--- config.mk ---
export PLATFORM = sky130hd
export DESIGN_NAME = mem_region_router
export DESIGN_NICKNAME = d
export VERILOG_FILES = /design/src/rtl/mem_region_router.sv
export SDC_FILE = /design/constraint.sdc
export NUM_CORES = 2
export LEC_CHECK = 0
export ABC_AREA = 1
export BUFFER_PORTS_ARGS = -buffer_cell sky130_fd_sc_hd__buf_4
export CAP_MARGIN = 25
export CORE_AREA = 2 2 619 375
export CTS_CLUSTER_SIZE = 20
export DETAILED_ROUTE_END_ITERATION = 10
export DIE_AREA = 0 0 621 377
export PLACE_DENSITY = 0.6
export SETUP_SLACK_MARGIN = 0.02
export SYNTH_ARGS = -nofsm -noshare
export SYNTH_HDL_FRONTEND = slang
export SYNTH_SLANG_ARGS = --single-unit
--- constraint.sdc ---
create_clock -name clk -period 9.5 [get_ports clk]
set_clock_uncertainty 0.2 [all_clocks]
set_input_delay 0.475 -clock clk [delete_from_list [all_inputs] [get_ports clk]]
set_output_delay 0.475 -clock clk [all_outputs]
set_load 0.02 [all_outputs]
--- src/rtl/mem_region_router.sv ---
module mem_region_router #(
  parameter logic [31:0] FB_BASE    = 32'hE000_0000,
  parameter int unsigned VRAM_BYTES = 32'h0080_0000,
  parameter logic [31:0] LIC_BASE   = 32'hFEE0_0000,
  parameter int unsigned LIC_BYTES  = 4096,
  parameter logic [31:0] IOIC_BASE  = 32'hFEC0_0000,
  parameter int unsigned IOIC_BYTES = 4096,
  parameter logic [31:0] HOLE_LO    = 32'h000A_0000,
  parameter logic [31:0] HOLE_HI    = 32'h000C_0000,
  localparam int unsigned PAGES = VRAM_BYTES / 4096,
  localparam int unsigned WORDS = PAGES / 64,
  localparam int IW = (WORDS > 1) ? $clog2(WORDS) : 1
) (
  input  logic          clk,
  input  logic          rst_n,
  input  logic [31:0]   cfg_ram_top,
  input  logic          req_valid,
  output logic          req_ready,
  input  logic          req_write,
  input  logic [1:0]    req_size,
  input  logic [31:0]   req_addr,
  input  logic [31:0]   req_wdata,
  output logic          rsp_valid,
  output logic [31:0]   rsp_rdata,
  output logic [4:0]    tgt_sel,
  output logic          tgt_we,
  output logic [1:0]    tgt_size,
  output logic [31:0]   tgt_addr,
  output logic [31:0]   tgt_wdata,
  input  logic [31:0]   ram_rdata,
  input  logic [31:0]   fb_rdata,
  input  logic [31:0]   lic_rdata,
  input  logic [31:0]   ioic_rdata,
  input  logic [31:0]   ext_rdata,
  output logic          pgmod_valid,
  output logic [31:0]   pgmod_addr,
  output logic [31:0]   pgmod_end,
  output logic          irq_recheck,
  input  logic [IW-1:0] dbm_idx,
  input  logic          dbm_clr,
  output logic [63:0]   dbm_word
);

  function automatic logic in_win(input logic [31:0] a, input logic [31:0] base,
                                  input logic [31:0] bytes);
    return (a >= base) && ((a - base) < bytes);
  endfunction

  function automatic logic is_special(input logic [31:0] a, input logic [31:0] top);
    return ((a >= HOLE_LO) && (a < HOLE_HI)) || (a >= top);
  endfunction

  logic              beat_q;
  logic [7:0]        lo_q;
  logic [WORDS-1:0][63:0] dbm;

  logic        split;
  logic [31:0] beat_addr;
  logic [1:0]  eff_size;
  logic        sp, fb_hit, lic_hit, io_hit, ic_ok, ic_sel, fire;
  logic [31:0] raw, lane_sh, rd_val;
  logic [7:0]  rd_byte;

  assign split = req_valid && !req_write && (req_size == 2'd1)
               && is_special(req_addr, cfg_ram_top)
               && !in_win(req_addr, FB_BASE, VRAM_BYTES);
  assign beat_addr = req_addr + {31'd0, beat_q};
  assign eff_size  = split ? 2'd0 : req_size;

  assign sp      = is_special(beat_addr, cfg_ram_top);
  assign fb_hit  = sp && in_win(beat_addr, FB_BASE, VRAM_BYTES);
  assign lic_hit = sp && !fb_hit && in_win(beat_addr, LIC_BASE, LIC_BYTES);
  assign io_hit  = sp && !fb_hit && !lic_hit && in_win(beat_addr, IOIC_BASE, IOIC_BYTES);
  assign ic_ok   = !req_write || (req_size == 2'd2);

  always_comb begin
    tgt_sel = 5'b00000;
    if (req_valid) begin
      if (!sp)                   tgt_sel = 5'b00001;
      else if (fb_hit)           tgt_sel = 5'b00010;
      else if (lic_hit && ic_ok) tgt_sel = 5'b00100;
      else if (io_hit && ic_ok)  tgt_sel = 5'b01000;
      else                       tgt_sel = 5'b10000;
    end
  end

  assign ic_sel = tgt_sel[2] | tgt_sel[3];

  always_comb begin
    tgt_addr = beat_addr;
    if (tgt_sel[1]) tgt_addr = beat_addr - FB_BASE;
    else if (tgt_sel[2]) tgt_addr = beat_addr - LIC_BASE;
    else if (tgt_sel[3]) tgt_addr = beat_addr - IOIC_BASE;
    if (ic_sel && !req_write && eff_size == 2'd0) tgt_addr[1:0] = 2'b00;
  end

  assign tgt_size  = ic_sel ? 2'd2 : eff_size;
  assign tgt_we    = req_valid && req_write;
  assign tgt_wdata = req_wdata;

  always_comb begin
    raw = ext_rdata;
    if (tgt_sel[0]) raw = ram_rdata;
    else if (tgt_sel[1]) raw = fb_rdata;
    else if (tgt_sel[2]) raw = lic_rdata;
    else if (tgt_sel[3]) raw = ioic_rdata;
  end

  assign lane_sh = raw >> {beat_addr[1:0], 3'b000};

  always_comb begin
    if (ic_sel && eff_size == 2'd0) rd_val = {24'd0, lane_sh[7:0]};
    else begin
      case (eff_size)
        2'd0:    rd_val = {24'd0, raw[7:0]};
        2'd1:    rd_val = {16'd0, raw[15:0]};
        default: rd_val = raw;
      endcase
    end
  end

  assign rd_byte   = rd_val[7:0];
  assign req_ready = !split || beat_q;
  assign fire      = req_valid && req_ready;

  always_ff @(posedge clk or negedge rst_n) begin
    if (!rst_n) begin
      beat_q      <= 1'b0;
      lo_q        <= 8'd0;
      rsp_valid   <= 1'b0;
      rsp_rdata   <= 32'd0;
      pgmod_valid <= 1'b0;
      pgmod_addr  <= 32'd0;
      pgmod_end   <= 32'd0;
      irq_recheck <= 1'b0;
    end else begin
      beat_q      <= split && !beat_q;
      if (split && !beat_q) lo_q <= rd_byte;
      rsp_valid   <= fire && !req_write;
      if (fire && !req_write)
        rsp_rdata <= split ? {16'd0, rd_byte, lo_q} : rd_val;
      pgmod_valid <= fire && req_write && tgt_sel[0];
      if (fire && req_write && tgt_sel[0]) begin
        pgmod_addr <= beat_addr;
        pgmod_end  <= beat_addr + (32'd1 << eff_size);
      end
      irq_recheck <= fire && req_write && ic_sel;
    end
  end

  logic          fb_set;
  logic [IW-1:0] set_w;
  logic [5:0]    set_b;
  logic [WORDS-1:0] clr_hit, set_hit;

  assign fb_set = fire && req_write && tgt_sel[1];
  assign set_w  = tgt_addr[18 +: IW];
  assign set_b  = tgt_addr[17:12];

  for (genvar w = 0; w < WORDS; w++) begin : g_hit
    assign clr_hit[w] = dbm_clr && (dbm_idx == IW'(w));
    assign set_hit[w] = fb_set && (set_w == IW'(w));
  end

  always_ff @(posedge clk or negedge rst_n) begin
    if (!rst_n) dbm <= '0;
    else begin
      for (int w = 0; w < WORDS; w++) begin
        if (clr_hit[w] || set_hit[w])
          dbm[w] <= (clr_hit[w] ? 64'd0 : dbm[w]) | (set_hit[w] ? (64'd1 << set_b) : 64'd0);
      end
    end
  end

  assign dbm_word = dbm[dbm_idx];

endmodule


# Word-level counts from Yosys, hierarchy flattened
# Cells that the tools add are included.
# op_classes
add_sub_neg	6
multipliers	0
n_div	0
n_lt_le_gt_ge	15
n_eq_ne	65
shifts	3
n_mux	84
n_bitwise	33
n_reduce_logical	137
# op_table
operator	count
64-bit two-way mux	65
64-bit bitwise OR	32
64-bit binary-select mux with 5-bit select	1
32-bit two-way mux	9
5-bit == test (second input constant)	32
32-bit greater-or-equal comparator (second input constant)	4
32-bit subtractor (second input constant)	4
1-bit logical AND	92
5-bit by 4-bit == test with 1-bit output (second input constant)	16
32-bit by 20-bit greater-or-equal comparator with 1-bit output (second input constant)	2
32-bit greater-or-equal comparator	2
32-bit by 13-bit < comparator with 1-bit output (second input constant)	2
32-bit by 20-bit < comparator with 1-bit output (second input constant)	2
32-bit by 24-bit < comparator with 1-bit output (second input constant)	2
32-bit one-hot mux with 2 select lines	1
1-bit by 6-bit << shifter with 64-bit output (first input constant)	1
5-bit by 3-bit == test with 1-bit output (second input constant)	8
1-bit logical OR	36
32-bit by 1-bit adder with 32-bit output	1
32-bit adder	1
1-bit by 2-bit << shifter with 32-bit output (first input constant)	1
32-bit by 5-bit right shift with 8-bit output	1
5-bit two-way mux	5
5-bit by 2-bit == test with 1-bit output (second input constant)	4
other kinds (9)	19
# word_totals
ff_bits	2156
latch_bits	0
ram_bits	0
mem_bits_ro	0
inputBits	268
out_inout_bits	236
wordCells	383
mem_count	0

# Logic depth before layout (Yosys ltp)
# depth
ltp_word	24
ltp_mapped	38
ltp_nobuf	37

# Worst setup path after synthesis
# Ideal clock, no wire load.
# synth_timing
path_type	input -> register
startpoint	input cfg_ram_top[5]
endpoint	register pgmod_end[29]
setup_ns	0.129
arrival_ns	4.528
t_required_ns	9.171
setup_slack_ns	4.643
cell_stages	31
path_buffers	0
path_cell_list	inv_1 ha_1 a21oi_1 nor2_1 a211oi_1 o21ai_0 a21oi_1 o21ai_0 nand2_1 nand3_1 a221o_1 nand2_1 nand2_1 nor2_1 ha_1 nand3_1 nand2_1 a21oi_1 nor3_1 nand3_1 nor3_1 inv_1 nor3_2 nand3_1 nor3_2 inv_1 nor2_1 nand3_1 nor2_1 xor2_1 o21ai_1
# synth_via
elab_chain_cells	12
word_cells_on_any_way	23
cone_classes	add/sub: 1; order compare: 2; shift: 1; mux: 5; reduce/logical: 14
# synth_lines
element	line_no	rtl
start, declared	16	input logic [31:0] cfg_ram_top,
parallel branches: the longest is 12 deep, another holds 32-bit greater-or-equal comparator	-	
end signal, assigned	145	pgmod_end <= beat_addr + (32'd1 << eff_size);
end, declared	37	output logic [31:0] pgmod_end,
# Several ways; the timed one is not identified.
# A chain may end at the register's enable or synchronous reset.

# Worst setup path in the final report
# layout_timing
startpoint	input req_addr[3]
endpoint	register pgmod_end[29]
# layout_via
elab_chain_cells	14
word_cells_on_any_way	43
cone_classes	add/sub: 5; order compare: 12; shift: 1; mux: 5; reduce/logical: 20
# layout_lines
element	line_no	rtl
start, declared	21	input logic [31:0] req_addr,
32-bit by 1-bit adder with 32-bit output	67	assign beat_addr = req_addr + {31'd0, beat_q};
32-bit subtractor (tied with other cells)	46	return (a >= base) && ((a - base) < bytes);
32-bit by 24-bit < comparator with 1-bit output / 1-bit logical AND (equally long branches)	46, 50	
1-bit logical AND / 1-bit logical OR (equally long branches)	46, 50	
1-bit logical AND	71	assign fb_hit = sp && in_win(beat_addr, FB_BASE, VRAM_BYTES);
1-bit zero test	72	assign lic_hit = sp && !fb_hit && in_win(beat_addr, LIC_BASE, LIC_BYTES);
1-bit logical AND (2 in series)	72	
1-bit logical AND	81	else if (lic_hit && ic_ok) tgt_sel = 5'b00100;
5-bit two-way mux	81	
5-bit two-way mux	80	else if (fb_hit) tgt_sel = 5'b00010;
5-bit two-way mux	79	if (!sp) tgt_sel = 5'b00001;
5-bit two-way mux	78	if (req_valid) begin
1-bit logical AND	143	if (fire && req_write && tgt_sel[0]) begin
# Several ways; a longest one is shown, not always the timed one.

==> flow_summary.ini <==
[pwr]
p_comb_frac = 0.166
p_int_mw = 16.69
clock_power_share = 0.378
ir_drop_mv = 0.1698
p_leak_nw = 51.21
power.switching_mw = 6.379
p_sw_frac = 0.2766
seqPwrFrac = 0.456
powerDensity_nw_per_um2 = 199.5

[floorplanning]
die_y_um = 377
core_area_um2 = 228000
die_w_um = 621
die_area_um2 = 234100
io_pins = 504
start_util = 0.4491
row_count = 136

[clock_tree]
cts.sinks = 2156
cts_root_buffer = clkbuf_16
htree_levels = 4
cts_tree = yes
cts_buffer_depth = 4
clk_latency_ns = 0.87
holdBufCountCts = 75
clkTransAtPathRegs_ns = 0.06
cts_buffers = 207
ctsResizeCount = 0
post_cts_buffers = 0

[finish]
area_delta_synth_final_pct = 12.93
ff_latch_area_um2 = 53950
layoutNonFillerInstCount = 13738
multi_input_area_um2 = 39440
design_area_um2 = 115600
nNetsFinal = 10876
fillerInstances = 20833
drive_above_1_share = 0.1587

[global_route]
grt_use_total = 0.3299
overflow = 0
grt_pass1_wl_mm = 586.2
antenna_found_initial = 8
grt_max_degree = 178
grt_pass1_vias = 87783

[placement]
portBuffers = 439
dpl_cell_area_um2 = 107400
dp.cells = 13268
gp_congestion = 0.9597
pre_cts_ws_ns = 2.184
dp_hpwl_mm = 230.0

[setup_path]
path_class = primary input to register
cpMaxStageDelayCell = nor3_1
max_stage_delay_ns = 0.65
cp.arrival_ns = 7.69
cp-end-kind = register
start_kind = primary input
required_ns = 10.00
critPathMaxFanout = 19

[drt]
ant_nets = 0
drt_first_pass_iters = 6
routedWlPerCell_um = 28.92
via_per_inst = 6.569
drc = 0
vias = 90244
routed_wl_mm = 397.3
drt_iter0_drc = 11578

[yosys]
yosys.area.top_type = dfrtp_1
seq_area_frac_synth = 0.5269
synthFlopType = dfrtp_1
yosysWarnings = 0
yosysTopAreaCellShare = 0.5269
synthDistinctLibCells = 53
synthMostInstantiatedCell = dfrtp_1
synthArstFlopShare = 1.000
syn_inst = 10687
syn_nets = 11028
ys_top_cells_by_area = dfrtp_1 (53%), o21ai_0 (9.5%), o22ai_2 (5.9%)
ys_ff_latch = 2156
synth_area_um2 = 102400
synth_common_cells = dfrtp_1 (2156), o21ai_0 (1948), inv_1 (1209)
synth.avg_cell_area_um2 = 9.581
synth_edf_count = 0

[timing]
fin_crit_ns = 7.190
final-hold-violation-count = 0
relSlewSlack = 0.1972
finalSetupTns_ns = 0
worstMarginPinSlew_ns = 1.200
fmax_ghz = 0.1391
period_share = 0.7568
setup_violations = 0
drv_slew = 0
setup_slack_ns = 2.310
rsz0062_at_grt = false

[status]
status = completed

[min_path]
hp-class = primary input to asynchronous set/reset pin

[job]
maxCapViolCount = 0
[critical path, delay by kind of cell]
kind                     cells  cell delay, ns
adder cells (fa/ha/maj)      2            0.51
AO/OA/AOI/OAI                8            1.37
XOR/XNOR                     1            0.16
AND/OR/NAND/NOR             16            3.71
buffers and inverters        6            1.43
[area by class of cell]
cell class / instances / share of cell area
well taps: 3036 / 0.03285
clock inverters: 62 / 0.007347
flip-flops and latches: 2156 / 0.4666
inverters: 1231 / 0.04004
multi-input cells: 6190 / 0.3410
diodes: 9 / 0.0001948
clock buffers: 305 / 0.05262
repair buffers: 749 / 0.05931
[metrics by stage]
| step | hold WS [ns] | utilization | power, mW |
|---|---|---|---|
| detailed placement | 0.2616 | 0.4712 | 14.41 |
| floorplan | -0.02059 | - | 13.09 |
| global route | 0.06290 | 0.5070 | 23.93 |
| finish | 0.01048 | 0.5071 | 23.06 |
| global placement | 0.2587 | 0.4686 | 14.25 |
| CTS | 0.0007595 | 0.5049 | 23.06 |
[layout by cell type, fill, tap and decap left out, types with 223 or more instances in the layout]
master	netlist	routed
a22oi_1	529	529
buf_4	53	609
dfrtp_1	2156	2156
inv_1	1209	1207
nand2_1	945	908
nand3_1	225	223
o21ai_0	1948	1948
o221ai_1	513	513
o22ai_1	545	545
o22ai_2	480	480
[kinds of logic after synthesis]
group,share of synthesized area
AND/OR/NAND/NOR,0.06327
AO/OA/AOI/OAI,0.3046
XOR/XNOR,0.003079
flip-flops,0.5269
adder cells (fa/ha/maj),0.008994
buffers and inverters,0.09310
[per-layer routing]
metal  GRT usage  share of wire  wire length [µm]
met5           0       0.000081                32
met4      0.1197          0.037             14780
met3     0.08779           0.11             45130
met2      0.4686           0.42            166400
met1      0.4811           0.43            171000
[state kept, by name, indices dropped and copies added (netlist names)]
register and count:
pgmod_end 32, pgmod_valid 1, pgmod_addr 32, irq_recheck 1
dbm 2048, rsp_rdata 32, rsp_valid 1, lo_q 8
beat_q 1
[worst paths after layout]
check / startpoint / end / slack (ns) / depth (start not counted)
worst max register to register: beat_q$_DFF_PN0_ / rsp_rdata[28]$_DFFE_PN0P_ / 2.50 / 28
worst min register to register: rsp_rdata[27]$_DFFE_PN0P_ / rsp_rdata[27]$_DFFE_PN0P_ / 0.28 / 1
worst min-delay path: rst_n / rsp_rdata[24]$_DFFE_PN0P_ / 0.01 / 2
min in group clk: ext_rdata[6] / lo_q[6]$_DFFE_PN0P_ / 0.04 / 7
worst max-delay path: req_addr[3] / pgmod_end[29]$_DFFE_PN0P_ / 2.31 / 33
max in group asynchronous: rst_n / dbm[332]$_DFFE_PN0P_ / 6.76 / 4
[power by group through the flow]
stage	registers (mW)	logic (mW)	clock network, mW
finish	10.5	3.82	8.72
global route	10.6	4.14	9.17
CTS	10.5	3.76	8.78
detailed placement	10.7	3.72	0
global placement	10.7	3.59	0
floorplan	10.7	2.38	0
No activity file was read; power rests on OpenSTA's default activity.
